$ cat src/rtl/prd_pkg.sv
`timescale 1ns/1ps
package prd_pkg;
  // Descriptor word and length field geometry (fixed by the table format)
  localparam int DESC_W       = 64;
  localparam int CNT_FIELD_W  = 16;
  localparam int REGION_LEN_W = CNT_FIELD_W + 1;

  typedef enum logic [2:0] {
    S_IDLE,
    S_STEP,
    S_DREQ,
    S_DWAIT,
    S_BURST
  } prd_state_e;
endpackage

$ cat src/rtl/prd_desc_decode.sv
`timescale 1ns/1ps
module prd_desc_decode
  import prd_pkg::*;
#(
  parameter int ADDR_W = 32
) (
  input  logic [DESC_W-1:0]       word,
  output logic [ADDR_W-1:0]       region_addr,
  output logic [REGION_LEN_W-1:0] region_len,
  output logic                    region_last
);
  localparam int HALF = DESC_W / 2;

  logic [HALF-1:0]        size_word;
  logic [CNT_FIELD_W-1:0] even_cnt;

  assign size_word   = word[DESC_W-1:HALF];
  assign region_addr = ADDR_W'(word[HALF-1:0]);
  assign even_cnt    = {size_word[CNT_FIELD_W-1:1], 1'b0};
  assign region_last = size_word[HALF-1];

  always_comb begin
    if (even_cnt == '0) region_len = REGION_LEN_W'(1) << CNT_FIELD_W;
    else                region_len = {1'b0, even_cnt};
  end
endmodule

$ cat src/rtl/prd_burst_sizer.sv
`timescale 1ns/1ps
module prd_burst_sizer
  import prd_pkg::*;
#(
  parameter int BUF_W = 20
) (
  input  logic [BUF_W-1:0]        need,
  input  logic [REGION_LEN_W-1:0] region,
  output logic [REGION_LEN_W-1:0] burst
);
  localparam int CW = (BUF_W > REGION_LEN_W) ? BUF_W : REGION_LEN_W;

  logic [CW-1:0] need_x;
  logic [CW-1:0] region_x;

  assign need_x   = CW'(need);
  assign region_x = CW'(region);
  assign burst    = (need_x < region_x) ? need_x[REGION_LEN_W-1:0] : region;
endmodule

$ cat src/rtl/prd_dma_engine.sv
`timescale 1ns/1ps
module prd_dma_engine
  import prd_pkg::*;
#(
  parameter int ADDR_W     = 32,
  parameter int BUF_W      = 20,
  parameter int PAGE_BYTES = 4096,
  parameter int DESC_BYTES = 8
) (
  input  logic                    clk,
  input  logic                    rst,
  input  logic [ADDR_W-1:0]       table_base,
  input  logic                    restart,
  input  logic                    start,
  input  logic                    start_write,
  input  logic [BUF_W-1:0]        start_bytes,
  output logic                    busy,
  output logic                    done,
  output logic                    short_table,
  output logic                    desc_req_valid,
  input  logic                    desc_req_ready,
  output logic [ADDR_W-1:0]       desc_req_addr,
  input  logic                    desc_rsp_valid,
  input  logic [DESC_W-1:0]       desc_rsp_data,
  output logic                    data_req_valid,
  input  logic                    data_req_ready,
  output logic                    data_req_write,
  output logic [ADDR_W-1:0]       data_req_addr,
  output logic [REGION_LEN_W-1:0] data_req_len,
  output logic [BUF_W-1:0]        data_req_index
);
  localparam logic [ADDR_W-1:0] PAGE_LIM = ADDR_W'(PAGE_BYTES);
  localparam logic [ADDR_W-1:0] PTR_STEP = ADDR_W'(DESC_BYTES);

  prd_state_e state;

  logic [ADDR_W-1:0]       ptr_q, base_q, cur_addr_q;
  logic [REGION_LEN_W-1:0] cur_len_q, burst_q;
  logic                    cur_last_q, dir_q, done_q, short_q;
  logic [BUF_W-1:0]        rem_q, idx_q;

  logic [ADDR_W-1:0]       dec_addr;
  logic [REGION_LEN_W-1:0] dec_len, size_now;
  logic                    dec_last, page_hit;

  prd_desc_decode #(.ADDR_W(ADDR_W)) u_decode (
    .word        (desc_rsp_data),
    .region_addr (dec_addr),
    .region_len  (dec_len),
    .region_last (dec_last)
  );

  prd_burst_sizer #(.BUF_W(BUF_W)) u_sizer (
    .need   (rem_q),
    .region (cur_len_q),
    .burst  (size_now)
  );

  // Distance walked from the table base (fail-safe limit)
  assign page_hit = (ptr_q - base_q) >= PAGE_LIM;

  always_ff @(posedge clk) begin
    if (rst) begin
      state      <= S_IDLE;
      ptr_q      <= '0;
      base_q     <= '0;
      cur_addr_q <= '0;
      cur_len_q  <= '0;
      cur_last_q <= 1'b0;
      burst_q    <= '0;
      dir_q      <= 1'b0;
      rem_q      <= '0;
      idx_q      <= '0;
      done_q     <= 1'b0;
      short_q    <= 1'b0;
    end else begin
      done_q  <= 1'b0;
      short_q <= 1'b0;
      case (state)
        S_IDLE: begin
          if (restart) begin
            ptr_q  <= table_base;
            base_q <= table_base;
          end
          if (start) begin
            rem_q      <= start_bytes;
            idx_q      <= '0;
            dir_q      <= start_write;
            cur_addr_q <= '0;
            cur_len_q  <= '0;
            cur_last_q <= 1'b0;
            state      <= S_STEP;
          end
        end
        S_STEP: begin
          if (rem_q == '0) begin
            done_q <= 1'b1;
            state  <= S_IDLE;
          end else if (cur_len_q == '0) begin
            if (cur_last_q || page_hit) begin
              done_q  <= 1'b1;
              short_q <= 1'b1;
              state   <= S_IDLE;
            end else begin
              state <= S_DREQ;
            end
          end else begin
            burst_q <= size_now;
            state   <= S_BURST;
          end
        end
        S_DREQ: begin
          if (desc_req_ready) begin
            ptr_q <= ptr_q + PTR_STEP;
            state <= S_DWAIT;
          end
        end
        S_DWAIT: begin
          if (desc_rsp_valid) begin
            cur_addr_q <= dec_addr;
            cur_len_q  <= dec_len;
            cur_last_q <= dec_last;
            state      <= S_STEP;
          end
        end
        S_BURST: begin
          if (data_req_ready) begin
            cur_addr_q <= cur_addr_q + ADDR_W'(burst_q);
            cur_len_q  <= cur_len_q - burst_q;
            rem_q      <= rem_q - BUF_W'(burst_q);
            idx_q      <= idx_q + BUF_W'(burst_q);
            state      <= S_STEP;
          end
        end
        default: state <= S_IDLE;
      endcase
    end
  end

  assign busy           = (state != S_IDLE);
  assign done           = done_q;
  assign short_table    = short_q;
  assign desc_req_valid = (state == S_DREQ);
  assign desc_req_addr  = ptr_q;
  assign data_req_valid = (state == S_BURST);
  assign data_req_write = dir_q;
  assign data_req_addr  = cur_addr_q;
  assign data_req_len   = burst_q;
  assign data_req_index = idx_q;
endmodule

$ cat config.mk
export PLATFORM = sky130hd
export DESIGN_NAME = prd_dma_engine
export DESIGN_NICKNAME = d
export VERILOG_FILES = /design/src/rtl/prd_pkg.sv /design/src/rtl/prd_desc_decode.sv /design/src/rtl/prd_burst_sizer.sv /design/src/rtl/prd_dma_engine.sv
export SDC_FILE = /design/constraint.sdc
export NUM_CORES = 1
export LEC_CHECK = 0
export BUFFER_PORTS_ARGS = -buffer_cell sky130_fd_sc_hd__buf_2
export CORE_ASPECT_RATIO = 1.2
export CORE_MARGIN = 2
export CORE_UTILIZATION = 45
export DETAILED_ROUTE_END_ITERATION = 12
export PLACE_DENSITY = 0.78
export SETUP_SLACK_MARGIN = 0.1
export SLEW_MARGIN = 25
export SYNTH_ARGS = -nofsm -noshare
export SYNTH_HDL_FRONTEND = slang
export SYNTH_SLANG_ARGS = --single-unit
$ cat constraint.sdc
create_clock -name clk -period 6.6 [get_ports clk]
set_input_delay 1.32 -clock clk [delete_from_list [all_inputs] [get_ports clk]]
set_output_delay 1.32 -clock clk [all_outputs]
set_load 0.02 [all_outputs]
; ---- Word-level counts from Yosys, hierarchy flattened
; Index checks and enable logic that the tools add are counted.
; Widths: inputs -> output; s select.
[word_totals]
latch_bits = 0
in_bits = 124
out_inout_bits = 107
rom_bits = 0
ram_bits = 0
regBits = 177
n_memories = 0
wordCells = 85
[op_classes]
mul = 0
order_cmp = 2
bitwise = 3
addsub = 6
div = 0
shifts = 0
eq_ne = 9
n_reduce_logical = 20
muxes = 33
[ops]
columns = op, n
row1 = $mux 32, 5
row2 = $pmux 32 s3, 1
row3 = $mux 17, 5
row4 = $mux 20, 4
row5 = $pmux 20 s2, 2
row6 = $pmux 32 s2, 1
row7 = $pmux 17 s3, 1
row8 = $add 32x17->32, 1
row9 = $add 32x4->32 const B, 1
row10 = $ge 32x13->1 const B, 1
row11 = $sub 32x32->32, 1
row12 = $add 20x17->20, 1
row13 = $logic_not 20->1, 1
row14 = $lt 20x17->1, 1
row15 = $sub 20x17->20, 1
row16 = $mux 3, 6
row17 = $logic_not 17->1, 1
row18 = $sub 17x17->17, 1
row19 = $logic_not 16->1, 1
row20 = $pmux 3 s5, 1
row21 = $reduce_and 3->1, 4
row22 = $reduce_and 4->1, 2
row23 = $eq 3x2->1 const B, 2
row24 = $ne 2x2->1 const B, 3
row25 = 14 further kinds, 25

; ---- Longest topological paths before layout
[depth]
depth_word = 7
depth_mapped = 15
depth_no_buf = 15

; ---- By module
; A second synthesis with hierarchy kept.
[hier_totals]
hier_cells = 1806
hier_area_um2 = 13726.9
[by_module_without_submodules]
columns = module, seq_area_each_um2, cells_each, area_per_inst_um2, instances
row1 = prd_dma_engine, 3543.4, 1674, 12693.4, 1
row2 = prd_burst_sizer, 0.0, 77, 685.7, 1
row3 = prd_desc_decode, 0.0, 55, 347.8, 1

; ---- Worst setup path after synthesis
; OpenSTA, ideal clock, no wires.
[synth_path]
path_type = reg2reg
start = reg burst_q[1], in the netlist data_req_len[1]
end = reg cur_addr_q[24], in the netlist data_req_addr[24]
synth_period_minus_slack_ps = 3259
stages_incl_launch_ff = 14
required_ps = 6478
arrival_ps = 3137
path_buffers = 0
setup_ps = 122
slack_ps = 3341
path_cell_list = dfxtp_1 > inv_1 > fa_1 > nor2b_1 > o21ai_0 > a21boi_0 > o21ai_1 > a211oi_1 > o2111ai_1 > a21boi_1 > o41ai_2 > nor2_1 > a31oi_1 > a221o_1
[synth_between]
elab_chain_len = 3
[synth_lines]
columns = item, line_no
row1 = from (decl), prd_dma_engine.sv:38  ; logic [REGION_LEN_W-1:0] cur_len_q, burst_q;
row2 = from (signal assigned), prd_dma_engine.sv:108  ; burst_q <= size_now;
row3 = $add 32x17->32, prd_dma_engine.sv:128  ; cur_addr_q <= cur_addr_q + ADDR_W'(burst_q);
row4 = $mux 32, prd_dma_engine.sv:127  ; if (data_req_ready) begin
row5 = $pmux 32 s3, prd_dma_engine.sv:79  ; case (state)
row6 = to (signal assigned), prd_dma_engine.sv:120  ; cur_addr_q <= dec_addr;
row7 = to (signal assigned), prd_dma_engine.sv:128
row8 = to (decl), prd_dma_engine.sv:37  ; logic [ADDR_W-1:0] ptr_q, base_q, cur_addr_q;
; Every way passes these cells. The select of a mux whose other input is x is not followed.
; A chain may end at the register's enable or synchronous reset.

; ---- Worst setup path in the final report
; Ends and elaborated chain as after synthesis.

==> key figures <==
Die
  • Chip Height: 188 um
  • Die area: 0.0296 sq mm
  • Ports placed on the boundary: 231
  • Starting density of the core: 45.6%
  • Area of the core: roughly 0.028 sq mm
  • Placement row count: 67
  • DIE WIDTH: roughly 160 um

STA
  • Hold Violations, Final: 0
  • Max-slew headroom: around 28%
  • Total Neg Setup Slack: 0 ns
  • Max-slew violation count: 0
  • Transition time at the pin with the least slew margin: 1.06 ns
  • Final setup vio count: 0
  • Min cycle time layout: 3.90 ns
  • Worst hold margin: 0.456 ns
  • Worst setup skew after layout: between 0.015 and 0.02 ns
  • Final Cycle Share: about 60%
  • RSZ-0062 raised after global routing: no
  • Fmax achieved: 0.256 GHz

Cells and area
  • Highest-count cells in the layout ignoring fill and taps: 213 x sky130_fd_sc_hd__buf_2, 183 x sky130_fd_sc_hd__nand2_1, 177 x sky130_fd_sc_hd__dfxtp_1
  • Most frequent standard cell in the layout excluding fill and tap cells: sky130_fd_sc_hd__buf_2
  • Fraction of the core area covered by cells at the end of the flow: 52.7%
  • Count of nets after finishing: between 2000 and 2500
  • Synth-to-Final Area Change: 15.5%
  • ANT cells: 0
  • Fraction of final layout cells with drive strength greater than 1: 16.2%

Synthesis
  • Count of warnings emitted by yosys: 0
  • Synthesized cell area: 0.0127 sq mm
  • Unique masters post-synth: 85
  • Predominant post-synthesis flop cell: sky130_fd_sc_hd__dfxtp_1
  • Mean area per synthesized cell: 7.67 sq um
  • Number of enable flip-flop cells after synthesis: 0
  • Seq cells post-synth: ~180
  • Net count after synthesis: roughly 1900
  • Async set-or-reset flop fraction in the synthesized netlist: 0%
  • Sequential area share after synthesis: 27.9%
  • Post-synthesis instance total: 1655

Setup path
  • Worst reg2reg path endpoint: data_req_addr[24]$_SDFFE_PP0P_
  • Setup slack of the most critical reg-to-reg path: between 2 and 3 ns
  • Crit-path max FO: 8
  • Nature of the critical path startpoint: register
  • Critical-path cell list: inv_1 -> fa_1 -> nor2b_1 -> o21ai_0 -> a21boi_0 -> o21ai_1 -> a211oi_1 -> o2111ai_1 -> a21boi_1 -> o41ai_2 -> nor2_1 -> a31oi_1 -> a221o_1
  • Count of buffering cells on the critical path with inverters included: 1
  • Signal arrival time at the worst endpoint: roughly 4.2 ns
  • Cells on worst reg2reg path: 13
  • Timing startpoint of the critical path: data_req_len[1]$_SDFFE_PP0P_
  • Worst reg2reg path startpoint: data_req_len[1]$_SDFFE_PP0P_
  • Logic depth of the worst setup path including buffers: 13
  • Endpoint required time on the critical path: 6.94 ns
  • Top cell family by delay on the critical path: compound AO/OA/AOI/OAI gates
  • Critical Path End Type: register
  • Crit path largest cell delay: 0.61 ns
  • Cell with the largest stage delay on the worst path: sky130_fd_sc_hd__dfxtp_1
  • End point of the critical path: data_req_addr[24]$_SDFFE_PP0P_
  • Class of the most critical setup path: register to register

Clock tree
  • Root cell of the clock tree: sky130_fd_sc_hd__clkbuf_16
  • Longest Clk Path Bufs: 2
  • Clock-pin slew of the registers on the worst-case setup and hold paths: around 0.07 ns
  • TritonCTS clock tree: built
  • Count of cells resized by post-cts repair: 0
  • Clk Latency, worst-skew pair: 0.45 ns
  • Post-CTS Hold Fix Bufs: 0
  • CTS buffer count: 17
  • Number of buffers inserted by post-CTS setup repair: 0
  • Htree depth: 4
  • Clock Sink Count: approximately 180

Detailed routing
  • Post-DRT Antenna Nets: 0
  • Pre-Repair DR Iteration Count: 5
  • Final routed wire length divided by cell count: 18.0 um
  • Routed wire length: 39900 um
  • Drt drc: 0
  • Number of DRC markers in iteration 0: 964
  • Count of vias placed by the detailed router: approximately 13000
  • Vias per Instance: a little under 6

GRT
  • Maximum number of pins on one net before global-route repair: 67
  • Number of global-route vias before repair: around 13000
  • Global-route wire length before repair: roughly 64000 um
  • Number of antenna violations at the first check in global routing: 3
  • Total track usage: 26.7%
  • Total grt overflow: 0

Power
  • Worst ir drop on vdd: 141 uV
  • Pwr/cell area: 260 mW/mm^2
  • Post-layout total power: 0.00382 W
  • Leakage: roughly 6.3 nW

Placed design
  • Half-perimeter wire length after placement: 29400 um
  • Routability-driven placement congestion ratio: 0.968
  • Count of buffers from port buffering: about 210

Status
  • Result of the run: finished clean

Min path
  • Path category of the worst min-delay check: register to register

Flow run
  • Max Cap Viol: 0
synthesized netlist by cell type (8+ instances only):
master	n	share of area, %
sky130_fd_sc_hd__a221oi_1	38	2.6
sky130_fd_sc_hd__nand2_1	183	5.4
sky130_fd_sc_hd__dfxtp_1	177	28
sky130_fd_sc_hd__nor3b_1	8	0.47
sky130_fd_sc_hd__o31ai_1	11	0.65
sky130_fd_sc_hd__nor3_1	48	1.9
sky130_fd_sc_hd__a211oi_1	50	3.0
sky130_fd_sc_hd__xor2_1	26	1.8
sky130_fd_sc_hd__inv_1	98	2.9
sky130_fd_sc_hd__a21o_1	35	2.1
sky130_fd_sc_hd__a31oi_1	25	1.2
sky130_fd_sc_hd__nor2_1	169	5.0
sky130_fd_sc_hd__nor4_1	16	0.79
sky130_fd_sc_hd__nor2b_1	20	0.99
sky130_fd_sc_hd__a22oi_1	30	1.8
sky130_fd_sc_hd__and2_1	11	0.54
sky130_fd_sc_hd__o211ai_1	15	0.89
sky130_fd_sc_hd__ha_1	115	11
sky130_fd_sc_hd__nand4_1	11	0.54
sky130_fd_sc_hd__o21a_1	13	0.77
sky130_fd_sc_hd__or2_2	9	0.44
sky130_fd_sc_hd__xnor2_1	36	2.5
sky130_fd_sc_hd__mux2i_1	26	2.0
sky130_fd_sc_hd__a21oi_1	153	6.0
sky130_fd_sc_hd__nand2b_1	11	0.54
sky130_fd_sc_hd__clkbuf_1	65	1.9
sky130_fd_sc_hd__o21ai_0	72	2.8
sky130_fd_sc_hd__and3_1	18	0.89
sky130_fd_sc_hd__nand3_1	41	1.6
logic make-up after synthesis:
logic type / share of synthesized area (%)
AOI/OAI and AO/OA: 27.4
xor gates and xnor gates: 4.28
adders and majority gates: 12.1
buffers and inverters: 5.45
DFF: 27.9
muxes: 2.05
and+or+nand+nor: 20.8
worst min-delay path by stage:
stage	start	to	slack, ns	cells after the start
2_1_floorplan	base_q[10]$_SDFFE_PP0P_	base_q[10]$_SDFFE_PP0P_	0.44	2
4_1_cts	base_q[21]$_SDFFE_PP0P_	base_q[21]$_SDFFE_PP0P_	0.46	2
3_5_place_dp	base_q[21]$_SDFFE_PP0P_	base_q[21]$_SDFFE_PP0P_	0.45	2
5_1_grt	base_q[21]$_SDFFE_PP0P_	base_q[21]$_SDFFE_PP0P_	0.48	2
6_report	base_q[21]$_SDFFE_PP0P_	base_q[21]$_SDFFE_PP0P_	0.46	2
3_3_place_gp	base_q[14]$_SDFFE_PP0P_	base_q[14]$_SDFFE_PP0P_	0.44	2
layer usage:
layer,wire [um],global-route usage [%],part of all wire (%),vias up
li1,-,-,-,6375
met1,16100,31.6,41,6121
met2,19700,46.9,49,480
met3,2390,4.25,6.0,95
met4,1580,12.0,4.0,6
met5,44,0,0.11,-
sequential cells by signal, indices dropped and copies added (netlist names):
name	cells
desc_req_addr	32
cur_len_q	17
short_table	1
done	1
cur_last_q	1
rem_q	20
data_req_addr	32
data_req_write	1
base_q	32
data_req_len	17
data_req_index	20
state	3
power breakdown:
part | switching, W | internal [W] | leakage (nW)
Sequential | 0.000128 | 0.00115 | 1.45
Combinational | 0.000887 | 0.000613 | 4.59
Clock | 0.000501 | 0.000532 | 0.275
layout make-up:
class                   count  area [sq um]
clock buffers              17           425
flip-flops and latches    177          3540
multi-input cells        1300          8500
well taps                 379           474
repair buffers            230          1200
clock inverters            15           150
fillers                  2754         13200
inverters                 100           375
tightest hold or removal path, stage by stage (launching register included):
cell and delay, ns:
sky130_fd_sc_hd__dfxtp_1 0.31, sky130_fd_sc_hd__nand2_1 0.05, sky130_fd_sc_hd__a21oi_1 0.05
through the flow:
| step | setup slack [ns] | instance area [sq um] | std cells |
|---|---|---|---|
| 2_1_floorplan | 3.34 | 12700 | 1655 |
| 3_3_place_gp | 2.82 | 14100 | 2186 |
| 3_5_place_dp | 2.76 | 14100 | 2186 |
| 4_1_cts | 2.73 | 14700 | 2218 |
| 5_1_grt | 2.39 | 14700 | 2218 |
| 6_report | 2.70 | 14700 | 2218 |
(Power assumes the default switching activity.)
